### config.mk
export PLATFORM = sky130hd
export DESIGN_NAME = rx_da_filter
export DESIGN_NICKNAME = d
export VERILOG_FILES = /design/src/rtl/rx_da_filter_pkg.sv /design/src/rtl/rx_da_filter_regs.sv /design/src/rtl/rx_da_filter_capture.sv /design/src/rtl/rx_da_filter_decide.sv /design/src/rtl/rx_da_filter.sv
export SDC_FILE = /design/constraint.sdc
export NUM_CORES = 1
export LEC_CHECK = 0
export ABC_AREA = 0
export BUFFER_PORTS_ARGS = -buffer_cell sky130_fd_sc_hd__buf_2
export CAP_MARGIN = 20
export CORE_MARGIN = 2
export CORE_UTILIZATION = 35
export DETAILED_ROUTE_END_ITERATION = 7
export GPL_TIMING_DRIVEN = 0
export PLACE_DENSITY_LB_ADDON = 0.15
export SLEW_MARGIN = 40
export SYNTH_ARGS = -nofsm -noshare
export SYNTH_HDL_FRONTEND = slang
export SYNTH_SLANG_ARGS = --single-unit
### constraint.sdc
create_clock -name clk -period 9.1 [get_ports clk]
set_input_delay 2.73 -clock clk [delete_from_list [all_inputs] [get_ports clk]]
set_output_delay 2.73 -clock clk [all_outputs]
set_load 0.02 [all_outputs]
### src/rtl/rx_da_filter_pkg.sv
package rx_da_filter_pkg;

   localparam int          DA_BYTES   = 6;
   localparam int          DA_W       = DA_BYTES * 8;
   localparam logic [31:0] CRC_POLY_R = 32'hEDB8_8320;
   localparam logic [31:0] CRC_SEED   = 32'hFFFF_FFFF;

   typedef enum logic [2:0] {
      VD_NO_MATCH  = 3'd0,
      VD_DISABLED  = 3'd1,
      VD_PROMISC   = 3'd2,
      VD_STATION   = 3'd3,
      VD_BCAST     = 3'd4,
      VD_HASH_HIT  = 3'd5,
      VD_HASH_MISS = 3'd6
   } verdict_e;

   // one byte of the reflected CRC, least significant bit first
   function automatic logic [31:0] crc_step(input logic [31:0] c, input logic [7:0] d);
      logic [31:0] r;
      r = c;
      for (int i = 0; i < 8; i++) begin
         r = (r >> 1) ^ (((r[0] ^ d[i]) != 1'b0) ? CRC_POLY_R : 32'h0);
      end
      return r;
   endfunction

endpackage

### src/rtl/rx_da_filter_regs.sv
module rx_da_filter_regs #(
   parameter int DATA_W      = 32,
   parameter int HASH_WORDS  = 4,
   parameter int RXEN_BIT    = 0,
   parameter int PROMISC_BIT = 6,
   parameter int HASHEN_BIT  = 11,
   parameter int REG_AW      = 3
) (
   input  logic                     clk,
   input  logic                     rst_n,
   input  logic                     wr_en,
   input  logic [REG_AW-1:0]        wr_addr,
   input  logic [DATA_W-1:0]        wr_data,
   output logic                     rx_en,
   output logic                     promisc,
   output logic                     hash_en,
   output logic [47:0]              station,
   output logic [HASH_WORDS*16-1:0] hash_bits
);
   localparam int STA_BASE  = 1;
   localparam int STA_WORDS = 3;
   localparam int HASH_BASE = STA_BASE + STA_WORDS;
   localparam int NUM_REGS  = HASH_BASE + HASH_WORDS;

   logic [NUM_REGS-1:0] sel;
   logic [15:0]         sta_q  [STA_WORDS];
   logic [15:0]         hash_q [HASH_WORDS];
   logic                unused_wdata;

   for (genvar r = 0; r < NUM_REGS; r++) begin : g_sel
      assign sel[r] = wr_en && (wr_addr == REG_AW'(r));
   end

   always_ff @(posedge clk or negedge rst_n) begin
      if (!rst_n) begin
         rx_en   <= 1'b0;
         promisc <= 1'b0;
         hash_en <= 1'b0;
         for (int s = 0; s < STA_WORDS; s++) sta_q[s] <= '0;
         for (int h = 0; h < HASH_WORDS; h++) hash_q[h] <= '0;
      end else begin
         if (sel[0]) begin
            rx_en   <= wr_data[RXEN_BIT];
            promisc <= wr_data[PROMISC_BIT];
            hash_en <= wr_data[HASHEN_BIT];
         end
         for (int s = 0; s < STA_WORDS; s++)
            if (sel[STA_BASE+s]) sta_q[s] <= wr_data[15:0];
         for (int h = 0; h < HASH_WORDS; h++)
            if (sel[HASH_BASE+h]) hash_q[h] <= wr_data[15:0];
      end
   end

   // word 0 carries destination byte 0 in its high half
   assign station = {sta_q[0], sta_q[1], sta_q[2]};

   for (genvar h = 0; h < HASH_WORDS; h++) begin : g_hash_flat
      assign hash_bits[16*h +: 16] = hash_q[h];
   end

   assign unused_wdata = ^wr_data;

endmodule

### src/rtl/rx_da_filter_capture.sv
module rx_da_filter_capture
   import rx_da_filter_pkg::*;
#(
   parameter int KEY_W = 6
) (
   input  logic             clk,
   input  logic             rst_n,
   input  logic             beat_valid,
   input  logic             beat_sof,
   input  logic [7:0]       beat_data,
   output logic             fire,
   output logic [DA_W-1:0]  da_next,
   output logic [KEY_W-1:0] key_next
);
   localparam int CNT_W = $clog2(DA_BYTES + 1);

   logic [CNT_W-1:0] cnt_q, cnt_next;
   logic             active_q;
   logic             take;
   logic [DA_W-1:0]  da_q;
   logic [31:0]      crc_q, crc_next;

   always_comb begin
      take     = beat_valid && (beat_sof || active_q);
      cnt_next = beat_sof ? CNT_W'(1) : cnt_q + CNT_W'(1);
      da_next  = beat_sof ? {{(DA_W-8){1'b0}}, beat_data} : {da_q[DA_W-9:0], beat_data};
      crc_next = crc_step(beat_sof ? CRC_SEED : crc_q, beat_data);
      fire     = take && (cnt_next == CNT_W'(DA_BYTES));
      key_next = crc_next[31 -: KEY_W];
   end

   always_ff @(posedge clk or negedge rst_n) begin
      if (!rst_n) begin
         cnt_q    <= '0;
         active_q <= 1'b0;
         da_q     <= '0;
         crc_q    <= CRC_SEED;
      end else if (take) begin
         cnt_q    <= cnt_next;
         active_q <= !fire;
         da_q     <= da_next;
         crc_q    <= crc_next;
      end
   end

endmodule

### src/rtl/rx_da_filter_decide.sv
module rx_da_filter_decide
   import rx_da_filter_pkg::*;
#(
   parameter int HASH_WORDS = 4,
   parameter bit HASH_IMPL  = 1'b1,
   parameter int KEY_W      = 6
) (
   input  logic                     clk,
   input  logic                     rst_n,
   input  logic                     fire,
   input  logic [DA_W-1:0]          da,
   input  logic [KEY_W-1:0]         key,
   input  logic                     rx_en,
   input  logic                     promisc,
   input  logic                     hash_en,
   input  logic [DA_W-1:0]          station,
   input  logic [HASH_WORDS*16-1:0] hash_bits,
   output logic                     dec_valid,
   output logic                     dec_accept,
   output logic [2:0]               dec_reason
);
   logic     hash_hit;
   logic     hash_live;
   verdict_e verdict;
   logic     accept;

   if (HASH_IMPL) begin : g_hash
      assign hash_hit  = hash_bits[key];
      assign hash_live = hash_en;
   end else begin : g_no_hash
      logic unused_hash;
      assign unused_hash = ^{key, hash_bits, hash_en};
      assign hash_hit    = 1'b0;
      assign hash_live   = 1'b0;
   end

   always_comb begin
      if (!rx_en)               verdict = VD_DISABLED;
      else if (promisc)         verdict = VD_PROMISC;
      else if (da == station)   verdict = VD_STATION;
      else if (&da)             verdict = VD_BCAST;
      else if (hash_live)       verdict = hash_hit ? VD_HASH_HIT : VD_HASH_MISS;
      else                      verdict = VD_NO_MATCH;
      accept = (verdict == VD_PROMISC) || (verdict == VD_STATION) ||
               (verdict == VD_BCAST)   || (verdict == VD_HASH_HIT);
   end

   always_ff @(posedge clk or negedge rst_n) begin
      if (!rst_n) begin
         dec_valid  <= 1'b0;
         dec_accept <= 1'b0;
         dec_reason <= VD_NO_MATCH;
      end else begin
         dec_valid  <= fire;
         dec_accept <= fire && accept;
         dec_reason <= fire ? verdict : VD_NO_MATCH;
      end
   end

endmodule

### src/rtl/rx_da_filter.sv
module rx_da_filter
   import rx_da_filter_pkg::*;
#(
   parameter  int DATA_W      = 32,
   parameter  int HASH_WORDS  = 4,
   parameter  int RXEN_BIT    = 0,
   parameter  int PROMISC_BIT = 6,
   parameter  int HASHEN_BIT  = 11,
   parameter  bit HASH_IMPL   = 1'b1,
   localparam int NUM_REGS    = 4 + HASH_WORDS,
   localparam int REG_AW      = $clog2(NUM_REGS),
   localparam int KEY_W       = $clog2(HASH_WORDS * 16)
) (
   input  logic              clk,
   input  logic              rst_n,
   input  logic              cfg_wr,
   input  logic [REG_AW-1:0] cfg_addr,
   input  logic [DATA_W-1:0] cfg_wdata,
   input  logic              rx_valid,
   input  logic              rx_sof,
   input  logic [7:0]        rx_data,
   output logic              dec_valid,
   output logic              dec_accept,
   output logic [2:0]        dec_reason
);
   if ((1 << KEY_W) != HASH_WORDS * 16 || KEY_W > 32) begin : g_bad_hash
      $error("rx_da_filter: HASH_WORDS must be a power of two");
   end
   if (DATA_W < 16 || RXEN_BIT >= DATA_W || PROMISC_BIT >= DATA_W || HASHEN_BIT >= DATA_W) begin : g_bad_cfg
      $error("rx_da_filter: configuration bits must fit in DATA_W >= 16");
   end

   logic                     rxen_w, prom_w, hashen_w;
   logic [DA_W-1:0]          station_w;
   logic [HASH_WORDS*16-1:0] hash_w;
   logic                     fire_w;
   logic [DA_W-1:0]          da_w;
   logic [KEY_W-1:0]         key_w;

   rx_da_filter_regs #(
      .DATA_W(DATA_W), .HASH_WORDS(HASH_WORDS), .RXEN_BIT(RXEN_BIT),
      .PROMISC_BIT(PROMISC_BIT), .HASHEN_BIT(HASHEN_BIT), .REG_AW(REG_AW)
   ) u_regs (
      .clk(clk), .rst_n(rst_n), .wr_en(cfg_wr), .wr_addr(cfg_addr), .wr_data(cfg_wdata),
      .rx_en(rxen_w), .promisc(prom_w), .hash_en(hashen_w),
      .station(station_w), .hash_bits(hash_w)
   );

   rx_da_filter_capture #(.KEY_W(KEY_W)) u_capture (
      .clk(clk), .rst_n(rst_n), .beat_valid(rx_valid), .beat_sof(rx_sof),
      .beat_data(rx_data), .fire(fire_w), .da_next(da_w), .key_next(key_w)
   );

   rx_da_filter_decide #(
      .HASH_WORDS(HASH_WORDS), .HASH_IMPL(HASH_IMPL), .KEY_W(KEY_W)
   ) u_decide (
      .clk(clk), .rst_n(rst_n), .fire(fire_w), .da(da_w), .key(key_w),
      .rx_en(rxen_w), .promisc(prom_w), .hash_en(hashen_w),
      .station(station_w), .hash_bits(hash_w),
      .dec_valid(dec_valid), .dec_accept(dec_accept), .dec_reason(dec_reason)
   );

endmodule

### Word level (Yosys, flattened, before mapping)

Index checks and enable logic that the tools add are counted.

* bits in registers: 196
* bits in latches: 0
* memory bits (writable): 0
* ROM bits: 0
* input port bits: 48
* logic and storage cells: 86
* memories kept: 0

* add/sub/neg operators: 1
* multipliers: 0
* div/mod/pow operators: 0
* order comparisons: 1
* eq/ne operators: 13
* shift-type cells: 0
* multiplexer cells: 20
* bitwise gates (word level): 16
* reductions and logical operators: 18

Operators by type and width (number)
* 2-to-1 mux 32 bit: 9
* XOR 31 x 32 -> 32 bit: 8
* == test 48 bit: 1
* 2-to-1 mux 48 bit: 1
* AND reduction 48 bit: 1
* == test 3 bit, second input constant: 7
* 2-to-1 mux 3 bit: 7
* == test 3 x 2 -> 1 bit, second input constant: 4
* logical AND 1 bit: 11
* XOR 1 bit: 8
* < comparator 6 x 7 -> 1 bit, second input constant: 1
* binary-select mux 1 bit (select 6 bit): 1
* logical OR 1 bit: 4
* adder 3 x 1 -> 3 bit, second input constant: 1
* == test 3 x 1 -> 1 bit, second input constant: 1
* zero test 3 bit: 1
* 2-to-1 mux 2 bit: 1
* zero test 1 bit: 1
* 2-to-1 mux 1 bit: 1

### Logic depth before layout (Yosys ltp)

* depth after elaboration: 38
* mapped depth: 13
* gate-level depth less buffers: 10

### Hierarchy

Synthesis repeated with hierarchy kept, for this count alone.

* cell total of the unflattened synthesis: 831
* area total of the unflattened synthesis: 10493.8 µm²

Modules (own cells, without submodules)
* rx_da_filter_regs: instances 1, cells an instance 252, area each 4560.6 µm²
* rx_da_filter_capture: instances 1, cells an instance 442, area each 4553.1 µm²
* rx_da_filter_decide: instances 1, cells an instance 137, area each 1380.1 µm²

### Worst setup path after synthesis

No wires, ideal clock.

* path type: input to register
* from: in rx_data[0]
* to: reg u_decide.dec_reason[1]
* data arrival time: 5.422 ns
* required time: 9.027 ns
* slack: 3.605 ns
* stages: 10
* buffers on the path: 1
* path through: buf_2 -> xor2_1 -> xnor3_1 -> xnor3_2 -> mux4_1 -> a22o_1 -> a22oi_2 -> nand4_2 -> o41ai_2 -> nor2b_1

* longest elaborated chain between the ends: 21
* elaborated cells on any way between the ends: 24
* those cells by class: eq/ne: 1; mux: 12; bitwise: 10; reduce/logical: 1

Ends and longest elaborated chain
* start: declaration: line rx_da_filter.sv:21 `input logic [7:0] rx_data,`
* XOR 1 bit: line rx_da_filter_pkg.sv:23 `r = (r >> 1) ^ (((r[0] ^ d[i]) != 1'b0) ? CRC_POLY_R : 32'h0);`
* 2-to-1 mux 32 bit: line rx_da_filter_pkg.sv:23
* XOR 31 x 32 -> 32 bit (6 in a row): line rx_da_filter_pkg.sv:23
* XOR 1 bit: line rx_da_filter_pkg.sv:23
* 2-to-1 mux 32 bit: line rx_da_filter_pkg.sv:23
* XOR 31 x 32 -> 32 bit (2 in a row): line rx_da_filter_pkg.sv:23
* binary-select mux 1 bit (select 6 bit): line rx_da_filter_decide.sv:28 `assign hash_hit = hash_bits[key];`
* 2-to-1 mux 1 bit (not written as such): line rx_da_filter_decide.sv:28
* 2-to-1 mux 2 bit: line rx_da_filter_decide.sv:42 `else if (hash_live) verdict = hash_hit ? VD_HASH_HIT : VD_HASH_MISS;`
* 2-to-1 mux 3 bit: line rx_da_filter_decide.sv:42
* 2-to-1 mux 3 bit: line rx_da_filter_decide.sv:41 `else if (&da) verdict = VD_BCAST;`
* 2-to-1 mux 3 bit (*): line rx_da_filter_decide.sv:40 `else if (da == station) verdict = VD_STATION;`
* 2-to-1 mux 3 bit (*): line rx_da_filter_decide.sv:39 `else if (promisc) verdict = VD_PROMISC;`
* 2-to-1 mux 3 bit (*): line rx_da_filter_decide.sv:38 `if (!rx_en) verdict = VD_DISABLED;`
* 2-to-1 mux 3 bit (*): line rx_da_filter_decide.sv:56 `dec_reason <= fire ? verdict : VD_NO_MATCH;`
* end signal: assignment: line rx_da_filter_decide.sv:56
* end: declaration: line rx_da_filter_decide.sv:20 `output logic [2:0] dec_reason`

Every way passes the cells marked *; elsewhere a longest branch is shown, timed or not. The select of a mux whose other input is x is not followed.
A chain may end at the register's enable or synchronous reset.

### Final worst setup path

* from: in rx_sof
* to: reg u_decide.dec_reason[0]

* longest elaborated chain between the ends: 22
* elaborated cells on any way between the ends: 42
* those cells by class: eq/ne: 2; mux: 20; bitwise: 16; reduce/logical: 4

Ends and longest elaborated chain
* start: declaration: line rx_da_filter.sv:20 `input logic rx_sof,`
* 2-to-1 mux 32 bit: line rx_da_filter_capture.sv:27 `crc_next = crc_step(beat_sof ? CRC_SEED : crc_q, beat_data);`
* XOR 1 bit / XOR 31 x 32 -> 32 bit (equally long branches): line rx_da_filter_pkg.sv:23
* 2-to-1 mux 32 bit / XOR 1 bit (equally long branches): line rx_da_filter_pkg.sv:23
* XOR 31 x 32 -> 32 bit / 2-to-1 mux 32 bit (equally long branches): line rx_da_filter_pkg.sv:23
* XOR 31 x 32 -> 32 bit (5 in a row): line rx_da_filter_pkg.sv:23
* XOR 1 bit / XOR 31 x 32 -> 32 bit (equally long branches): line rx_da_filter_pkg.sv:23
* 2-to-1 mux 32 bit / XOR 1 bit (equally long branches): line rx_da_filter_pkg.sv:23
* XOR 31 x 32 -> 32 bit / 2-to-1 mux 32 bit (equally long branches): line rx_da_filter_pkg.sv:23
* (+2 left out)
* 2-to-1 mux 1 bit (not written as such): line rx_da_filter_decide.sv:28
* 2-to-1 mux 2 bit: line rx_da_filter_decide.sv:42
* 2-to-1 mux 3 bit: line rx_da_filter_decide.sv:42
* 2-to-1 mux 3 bit: line rx_da_filter_decide.sv:41
* 2-to-1 mux 3 bit: line rx_da_filter_decide.sv:40
* 2-to-1 mux 3 bit: line rx_da_filter_decide.sv:39
* 2-to-1 mux 3 bit: line rx_da_filter_decide.sv:38
* 2-to-1 mux 3 bit (*): line rx_da_filter_decide.sv:56

Marked as above.

==> results.cfg <==
[die]
chipWidth_um = 174
die-area_um2 = 30200
start_util = 0.354
coreArea_um2 = 28500
ios = 53
die_y_um = 174
rows = 62

[clock_tree]
htreeDepth = 4
cts_tree = yes
ctsHoldBuffers = 0
cts.sinks = 196
cts_root_buffer = clkbuf_16
ctsLongestPathBuffers = 2
cts_buffers = 17
ctsResizeCount = 0
clkLatencyLatePin_ns = 0.44
post_cts_buffers = 0
clkTransAtPathRegs_ns = 0.07

[yosys]
syn_nets = 965
yosysTopAreaCellShare = 0.406
syn_inst = 916
yosysTopAreaCell = dfrtp_1
synth_edf_count = 0
ys_ff_latch = 196
ys.flop_type = dfrtp_1
ys_warn_count = 0
synthArstFlopShare = 1.00
synth-seq-area-share = 0.489
netlist_area_um2 = 10100
synth_area_leaders = dfrtp_1 41%, mux2_2 14%, dfstp_2 8.3%, xnor2_1 7.0%, nand2_1 3.9%
syn_avg_cell_area_um2 = 11.0
synth.distinct_cells = 53

[drt]
viasPerCell = 5.28
highest_layer = met4
drt_wl_total_um = 29800
wl_per_cell_um = 21.9
drc = 0
wl_met1_um = 14100
drtIter0Drc = 485
ant_nets = 0
routed-wl-met2_um = 13600
first_pass_iters = 7
dr_wl_met3_um = 1460
num_vias = 7182

[layout]
diodes = 0
layout_commonest_cell = dfrtp_1
seq_area_um2 = 4940
area_delta_synth_final_pct = 13.0
post-route-util = 0.400
fin_nets = 1013
multi_input_area_um2 = 4910
drive_gt1_frac = 0.254
final_cells = 1360
fillCellCount = 2825
layout_common_cells = 164 x dfrtp_1, 125 x mux2_2, 105 x nand2_1

[flow_run]
cap_violations = 0

[sta]
clock_skew_ns = 0.00871
slew_headroom = 0.441
period_share = 0.655
max_freq_mhz = 168
finalSetupViolCount = 0
drv_slew = 0
rsz0062_at_grt = no
fin_crit_ns = 5.96
hold_viol_final = 0
worst_slew_pin_slew_ns = 0.839
tns_ns = 0

[worst_setup_path]
worst_path_max_delay_cell = xor2_1
crit_path_end_kind = register
required_ns = 9.40
start_kind = primary input
slowest_delay_ns = 0.67
cp_top_family = XOR/XNOR gates
crit_chain = buf_2 > nor2_1 > xnor2_2 > xnor3_1 > xor2_1 > nor2_1 > a21oi_1 > nand3_1 > nand3_1 > nor3_1 > o41ai_1
crit_type = primary input to register
crit_path_max_fanout = 10
path_buf_inv = 1
cp.arrival_ns = 6.26

[pwr]
clkPwrFrac = 0.195
powerDensity_nw_per_um2 = 343
swShare = 0.392
switching_power_w = 0.00153
internal-power_w = 0.00238
p_seq_frac = 0.345
peakVddDrop_mv = 0.160
p_leak_nw = 4.56
p_total_w = 0.00391
power_frac_comb = 0.460

[worst_hold_path]
hold_class = register to register

[global_route]
grt_pass1_wl_um = 46400
grt_usage = 0.206
grt_max_degree = 68
first_global_vias = 7164
overflow = 0
antenna_found_initial = 0

[placement]
numPortBuffers = 26
place_congestion = 0.853
place_inst = 1329
dp_hpwl_um = 21700

[run_status]
status = complete, no violations
final cells by class:
cell class                 instances  share of cell area
buffer                            52              0.0191
clock buffer                      20              0.0409
clock inverter                    11              0.0104
inverter                          16             0.00526
multi-input combinational        652               0.430
sequential                       196               0.433
tap                              384              0.0421
timing repair buffer              29              0.0195
cell usage after synthesis (9+ instances only):
master and instances:
clkbuf_1 36, nor3_1 16, a31oi_1 15, nand3_1 12, xor2_1 26, o31ai_1 11
buf_2 9, o21ai_0 61, mux2i_1 13, inv_1 15, dfstp_2 32, o32ai_1 13
dfrtp_1 164, nor2_1 71, xnor2_1 81, nand2_1 105, nand4_1 21, mux2_2 125
metal layers:
metal,vias to the layer above,track usage
li1,3342,-
met1,3631,0.297
met2,181,0.318
met3,28,0.0335
met4,0,0.0651
met5,-,0
logic make-up after synthesis:
| kind of cell | Yosys count | synth area share |
|---|---|---|
| AND/OR/NAND/NOR | 260 | 0.120 |
| flip-flops | 196 | 0.489 |
| multiplexers | 146 | 0.171 |
| AO/OA/AOI/OAI | 130 | 0.0823 |
| XOR/XNOR | 115 | 0.109 |
| buffers and inverters | 68 | 0.0275 |
| adder cells (fa/ha/maj) | 1 | 0.00124 |
path summary, 6_finish.rpt:
check	start	endpoint	slack, ns	cells past startpoint
max	rx_sof	u_decide.dec_reason[0]	3.14	11
min	u_capture.crc_q[15]	u_capture.crc_q[15]	0.48	2
max reg2reg	u_capture.crc_q[0]	u_decide.dec_reason[1]	5.01	12
min reg2reg	u_capture.crc_q[15]	u_capture.crc_q[15]	0.48	2
max in group asynchronous	rst_n	u_regs.hash_bits[40]	6.26	2
min in group asynchronous	rst_n	u_capture.da_q[22]	2.17	1
state kept, by name, indices dropped and copies added, names as in the netlist:
name / flops
u_capture.crc_q: 32
u_decide.dec_valid: 1
u_capture.cnt_q: 3
u_regs.hash_en: 1
u_capture.da_q: 40
u_regs.promisc: 1
u_capture.active_q: 1
u_decide.dec_accept: 1
u_decide.dec_reason: 3
u_regs.station: 48
u_regs.hash_bits: 64
u_regs.rx_en: 1
power by group through the flow:
stage | Combinational (W) | Sequential [W] | Clock, W
6_report | 0.00180 | 0.00135 | 0.000762
5_1_grt | 0.00197 | 0.00138 | 0.000818
4_1_cts | 0.00181 | 0.00135 | 0.000784
3_5_place_dp | 0.00180 | 0.00136 | 0
3_3_place_gp | 0.00179 | 0.00136 | 0
2_1_floorplan | 0.00137 | 0.00129 | 0
per-stage QoR:
| stage | setup slack (ns) | hold slack [ns] | area, um^2 |
|---|---|---|---|
| 3_5_place_dp | 2.65 | 0.471 | 10800 |
| 2_1_floorplan | 3.60 | 0.454 | 10100 |
| 3_3_place_gp | 1.73 | 0.467 | 10700 |
| 4_1_cts | 3.10 | 0.482 | 11400 |
| 5_1_grt | 2.91 | 0.499 | 11400 |
| 6_report | 3.14 | 0.478 | 11400 |
worst reg2reg max path, cell delays in order, from the launching register on:
cell and delay [ns]:
dfstp_2 0.51, buf_2 0.21, xnor2_1 0.10, nor2_1 0.35
xor2_1 0.17, xnor2_1 0.54, clkbuf_1 0.60, mux4_1 0.46
a22o_1 0.24, a22oi_2 0.17, nand4_2 0.18, o41ai_2 0.33
nor2b_1 0.17
Note: power is estimated with default switching activity, not from simulation.
